File: src/rtl/busy_release_pkg.sv
package busy_release_pkg;
  typedef enum logic {
    ST_IDLE = 1'b0,
    ST_WAIT = 1'b1
  } watch_state_t;
endpackage

File: src/rtl/busy_sync.sv
module busy_sync #(
  parameter int STAGES = 2
) (
  input  logic clk,
  input  logic rst,
  input  logic din,
  output logic dout
);
  logic [STAGES-1:0] chain;

  generate
    for (genvar i = 0; i < STAGES; i++) begin : g_stage
      if (i == 0) begin : g_first
        always_ff @(posedge clk) begin
          if (rst) chain[0] <= 1'b1;
          else     chain[0] <= din;
        end
      end else begin : g_next
        always_ff @(posedge clk) begin
          if (rst) chain[i] <= 1'b1;
          else     chain[i] <= chain[i-1];
        end
      end
    end
  endgenerate

  assign dout = chain[STAGES-1];
endmodule

File: src/rtl/fall_detect.sv
module fall_detect (
  input  logic clk,
  input  logic rst,
  input  logic level,
  output logic fell
);
  logic level_q;

  always_ff @(posedge clk) begin
    if (rst) level_q <= 1'b1;
    else     level_q <= level;
  end

  assign fell = level_q & ~level;
endmodule

File: src/rtl/release_fsm.sv
module release_fsm
  import busy_release_pkg::*;
#(
  parameter int TIMEOUT = 1500,
  parameter int CNT_W   = 11
) (
  input  logic clk,
  input  logic rst,
  input  logic start,
  input  logic fell,
  output logic read_start,
  output logic timed_out,
  output logic armed
);
  localparam logic [CNT_W-1:0] LAST = CNT_W'(TIMEOUT - 1);

  watch_state_t state;
  logic [CNT_W-1:0] cnt;

  always_ff @(posedge clk) begin
    if (rst) begin
      state      <= ST_IDLE;
      cnt        <= '0;
      read_start <= 1'b0;
      timed_out  <= 1'b0;
    end else begin
      read_start <= 1'b0;
      timed_out  <= 1'b0;
      case (state)
        ST_IDLE: begin
          if (start) begin
            state <= ST_WAIT;
            cnt   <= '0;
          end
        end
        ST_WAIT: begin
          if (fell) begin
            read_start <= 1'b1;
            state      <= ST_IDLE;
          end else if (cnt == LAST) begin
            read_start <= 1'b1;
            timed_out  <= 1'b1;
            state      <= ST_IDLE;
          end else begin
            cnt <= cnt + 1'b1;
          end
        end
        default: state <= ST_IDLE;
      endcase
    end
  end

  assign armed = (state == ST_WAIT);
endmodule

File: src/rtl/busy_release_watch.sv
module busy_release_watch #(
  parameter int SYNC_STAGES = 2,
  parameter int TIMEOUT     = 1500
) (
  input  logic clk,
  input  logic rst,
  input  logic busy_async,
  input  logic start,
  output logic read_start,
  output logic timed_out
);
  localparam int CNT_W = (TIMEOUT > 1) ? $clog2(TIMEOUT) : 1;

  logic sync_busy;
  logic fall;
  logic armed;

  busy_sync #(.STAGES(SYNC_STAGES)) u_sync (
    .clk  (clk),
    .rst  (rst),
    .din  (busy_async),
    .dout (sync_busy)
  );

  fall_detect u_edge (
    .clk   (clk),
    .rst   (rst),
    .level (sync_busy),
    .fell  (fall)
  );

  release_fsm #(.TIMEOUT(TIMEOUT), .CNT_W(CNT_W)) u_fsm (
    .clk        (clk),
    .rst        (rst),
    .start      (start),
    .fell       (fall),
    .read_start (read_start),
    .timed_out  (timed_out),
    .armed      (armed)
  );
endmodule

File: config.mk
export PLATFORM = sky130hd
export DESIGN_NAME = busy_release_watch
export DESIGN_NICKNAME = d
export VERILOG_FILES = /design/src/rtl/busy_release_pkg.sv /design/src/rtl/busy_sync.sv /design/src/rtl/fall_detect.sv /design/src/rtl/release_fsm.sv /design/src/rtl/busy_release_watch.sv
export SDC_FILE = /design/constraint.sdc
export NUM_CORES = 1
export LEC_CHECK = 0
export ABC_CLOCK_PERIOD_IN_PS = 3300
export BUFFER_PORTS_ARGS = -buffer_cell sky130_fd_sc_hd__buf_4
export CORE_UTILIZATION = 55
export DETAILED_ROUTE_END_ITERATION = 16
export GPL_TIMING_DRIVEN = 0
export PLACE_DENSITY = 0.74
export SYNTH_ARGS = -nofsm -noshare
export SYNTH_HDL_FRONTEND = slang
export SYNTH_SLANG_ARGS = --single-unit
File: constraint.sdc
create_clock -name clk -period 3.3 [get_ports clk]
set_clock_uncertainty 0.1 [all_clocks]
set_input_delay 0.495 -clock clk [delete_from_list [all_inputs] [get_ports clk]]
set_output_delay 0.495 -clock clk [all_outputs]
set_load 0.01 [all_outputs]
# --- Word level (Yosys, flattened, before mapping) ---
# Index checks and enable logic that the tools add are counted.
totals:
  ff_bits: 17
  in_bits: 4
  output_inout_bits: 2
  word_cells: 28
op_classes:
  n_addsub: 1
  eq_ne: 4
  n_mux: 10
  bitwise: 3
  n_reduce_logical: 3
ops:
  columns: ["operator", "n"]
  rows:
  - ["$mux 11", 3]
  - ["$pmux 11 s2", 1]
  - ["$add 11x1->11 const B", 1]
  - ["$eq 11x11->1 const B", 1]
  - ["$ne 2x2->1 const B", 3]
  - ["$mux 1", 5]
  - ["$reduce_and 3->1", 1]
  - ["$reduce_or 3->1", 1]
  - ["$not 1->1", 2]
  - ["$pmux 1 s2", 1]
  - ["$reduce_or 2->1", 1]
  - ["$and 1x1->1", 1]

# --- Longest topological paths before layout ---
logic_depth:
  ltp_word: 4
  mapped_depth: 5
  mapped_depth_nobuf: 5

# --- Hierarchy ---
# A second synthesis with hierarchy kept.
hier_totals:
  cells_unflattened: 88
  hier_area_um2: 795.8
by_module_without_submodules:
  columns: ["mod", "instances", "cells_per_inst", "area_each_um2", "seq_area_each_um2"]
  rows:
  - ["release_fsm", 1, 81, 708.2, 280.3]
  - ["busy_sync", 1, 4, 52.6, 40.0]
  - ["fall_detect", 1, 3, 35.0, 20.0]

# --- Worst setup path after synthesis ---
# Ideal clock, no wire load.
synth_timing:
  kind: "register -> register"
  startpoint: "register u_fsm.cnt[0]"
  endpoint: "register u_fsm.cnt[3]"
  setup_ns: 0.091
  t_arrival_ns: 1.483
  t_required_ns: 3.109
  setup_slack_ns: 1.626
  path_stages_with_launch: 6
  n_path_buf: 0
  period_less_slack_ns: 1.674
  cell_sequence: "dfxtp_1 > ha_1 > and3_4 > and3_4 > or3_1 > a311oi_1"
synth_via:
  elab_chain_len: 4
  elab_cells_between_ends: 7
  cone_classes: "1 x add/sub; 2 x eq/ne; 3 x mux; 1 x reduce/logical"
synth_lines:
  columns: ["element", "line_no", "text"]
  rows:
  - ["start, declared", "release_fsm.sv:18", "logic [CNT_W-1:0] cnt;"]
  - ["start signal, assigned", "release_fsm.sv:45", "cnt <= cnt + 1'b1;"]
  - ["$add 11x1->11", "release_fsm.sv:45", null]
  - ["$mux 11", "release_fsm.sv:40", "end else if (cnt == LAST) begin"]
  - ["$mux 11", "release_fsm.sv:37", "if (fell) begin"]
  - ["$pmux 11 s2", "release_fsm.sv:29", "case (state)"]
# Several ways; a longest one is shown, not always the timed one. The select of a mux whose other input is x is not followed.
# A chain may end at the register's enable or synchronous reset.

# --- Final worst setup path ---
# Same ends and word-level chain as after synthesis.

==> implementation parameters <==
Parameter                              Value

GRT
  Initial antenna violation count    0
  Total global routing track utilization    24.7%
  Vias in the first global route    608
  Global-route wire length before repair    2640 um
  Grt total ovfl    0
  Maximum number of pins on one net before global-route repair    11

Clock network
  TritonCTS clock tree    done
  Number of hold-repair buffers added at the cts stage    0
  Number of buffers created by CTS    3
  CTS HTree Levels    1
  CTS Buffer Depth    2
  Cts repair resizes    0
  Clock Tree Root    clkbuf_4
  CTS clk-pin slew, worst paths    0.10 ns
  Insertion delay to the later sink of the worst-skew pair    0.30 ns
  Total clock sinks    17
  Number of buffers inserted by post-CTS setup repair    0

Layout
  Nets    103
  Post-synthesis to final-layout area growth    9.08%
  Fill cell total of the finished layout    112
  Antenna cell count    0
  Most common cell after layout, fill and taps aside    dfxtp_1
  Fraction of layout instances using a drive strength above 1    18.6%
  Most frequent cells in the layout    dfxtp_1, nand3_1, buf_4

Flow run
  Max Cap Violations    0

STA
  Post-layout minimum cycle time    1.80 ns
  Final number of setup-violating endpoints    0
  Post-route worst setup slack    1.50 ns
  Final period utilization    54.6%
  Fmax achieved    555 MHz
  Worst-Margin Slew    0.389 ns
  Unrepaired setup endpoints after global routing    false
  TNS Setup    0 ns
  Pins over their slew limit    0
  Headroom to the max-slew limit    74.0%
  Hold violation count in the final report    0

Run status
  Run status    finished, final reports clean

Critical path
  Arrival time of the worst setup path    1.91 ns
  Required time reported for the critical path endpoint    3.41 ns
  Register-to-register setup slack    1.50 ns
  Critical path endpoint category    register
  Startpoint kind of the worst setup timing path    register
  Start of the worst register-to-register path    u_fsm.cnt[0]
  Largest driver fanout on the critical path    6
  Type of the setup path with the least slack    register to register
  End of the worst register-to-register path    u_fsm.cnt[3]
  Worst Reg2Reg Path Length in Cells    5

Synth
  Post-synth ARST share    0%
  Synthesized area per cell    9.29 um^2
  Sequential fraction of the synthesis area    41.1%
  Number of warnings reported in the yosys synthesis log    0
  Library cells used by synthesis    37
  Gate count of the mapped netlist    89
  Register bit total from synthesis    17
  Count of flip-flops with a built-in enable after synthesis    0
  Number of nets produced by synthesis    94
  Post-Synthesis Cell Area    827 um^2
  Primary flip-flop cell chosen by synthesis mapping    dfxtp_1

Floorplan
  Number of top-level pins    6
  Num rows    13
  Core region area    1350 um^2
  Effective utilization at floorplan    61.3%
  Horizontal die dimension    40.8 um
  Die area    1660 um^2
  Vertical die dimension    40.8 um

Power and ir drop
  Peak ir drop on the vdd network    0.231 mV
  Reported leakage power    0.361 nW
  Cell Pwr Density    391 nW/um^2

Placed design
  DP HPWL    1220 um
  Worst slack after detailed placement    1.52 ns
  GP Congestion    0.760
  Number of buffers inserted by port buffering    4

Min path
  Worst hold path startpoint    busy_async
  Min-Delay Path Class    primary input to register
  Worst hold endpoint    u_sync.chain[0]
  WHS Path Cells    2

Drt
  Final ANT Viol Nets    0
  Vias after detailed routing    718
  WL/cell    14.9 um
  Drt initial violations    13
  Number of vias per cell    6.41
  Final WL    1670 um
  DRC viols    0
  First-pass DRT Iterations    4
power breakdown:
group / leakage (nW) / total [W] / internal (W) / switching [W]
clock network: 0.0150 / 0.000114 / 0.0000471 / 0.0000664
registers: 0.138 / 0.000211 / 0.000209 / 0.00000205
logic: 0.208 / 0.0000276 / 0.0000102 / 0.0000175
critical path, stage by stage (launching register included):
cell and delay, ns:
dfxtp_1 0.35, ha_1 0.25, and3_4 0.20, and3_4 0.19, or3_1 0.36, a311oi_1 0.26
Yosys cell counts, types with 2 or more instances:
cell type / number / area, um^2
or3_1: 3 / 18.8
nand2b_1: 2 / 12.5
clkbuf_1: 2 / 7.51
a211o_1: 3 / 26.3
inv_1: 2 / 7.51
o211ai_1: 2 / 15.0
and3_4: 3 / 33.8
o211a_1: 2 / 20.0
nand4_1: 3 / 18.8
nand3_1: 7 / 35.0
nor3_1: 2 / 10.0
nor2_1: 4 / 15.0
dfxtp_1: 17 / 340
and2_1: 4 / 25.0
and3_1: 3 / 18.8
a21oi_1: 4 / 20.0
nand2_1: 4 / 15.0
or2_2: 3 / 18.8
final cells by class:
type | instances | area (um^2) | share of cell area (%)
multi-input cells | 66 | 459 | 50.9
well taps | 15 | 18.8 | 2.08
plain buffers | 4 | 20.0 | 2.22
clock buffers | 4 | 26.3 | 2.91
inverters | 2 | 7.51 | 0.832
repair buffers | 4 | 30.0 | 3.33
flip-flops and latches | 17 | 340 | 37.7
per-layer routing:
layer	GRT usage [%]	wire, um	up-vias
met3	6.52	83	3
met2	38.9	788	23
met5	0	0	-
met4	9.17	25	0
met1	32.1	773	337
li1	-	-	355
registers in the layout, indices dropped and copies added, names as in the netlist:
register / flops
u_fsm.timed_out: 1
u_fsm.armed: 1
u_sync.dout: 1
u_edge.level_q: 1
u_fsm.read_start: 1
u_fsm.cnt: 11
u_sync.chain: 1
through the flow:
stage	std cells	hold WS [ns]	area, um^2	util, %	total power [W]
finish	112	0.275	902	66.8	0.000352
global route	112	0.266	902	66.8	0.000367
CTS	112	0.278	902	66.8	0.000353
detailed placement	108	0.299	876	64.9	0.000243
global placement	108	0.294	876	64.9	0.000243
floorplan	89	0.289	827	-	0.000235
how the worst max path moves through the flow:
stage / slack (ns) / depth (start not counted) / startpoint / endpoint
floorplan: 1.63 / 5 / u_fsm.cnt[0] / u_fsm.cnt[3]
global placement: 1.54 / 5 / rst / u_fsm.cnt[0]
detailed placement: 1.52 / 5 / rst / u_fsm.cnt[0]
CTS: 1.51 / 5 / u_fsm.cnt[0] / u_fsm.cnt[3]
global route: 1.42 / 5 / u_fsm.cnt[0] / u_fsm.cnt[3]
finish: 1.50 / 5 / u_fsm.cnt[0] / u_fsm.cnt[3]
kinds of logic after synthesis:
kind of cell | count (synthesis) | share of synthesized area [%]
AO/OA/AOI/OAI | 19 | 18.5
XOR/XNOR | 1 | 1.06
adder cells (fa/ha/maj) | 1 | 1.51
buffers and inverters | 6 | 3.33
flip-flops | 17 | 41.2
multiplexers | 1 | 1.36
AND/OR/NAND/NOR | 44 | 33.1
No activity file was read; power rests on OpenSTA's default activity.
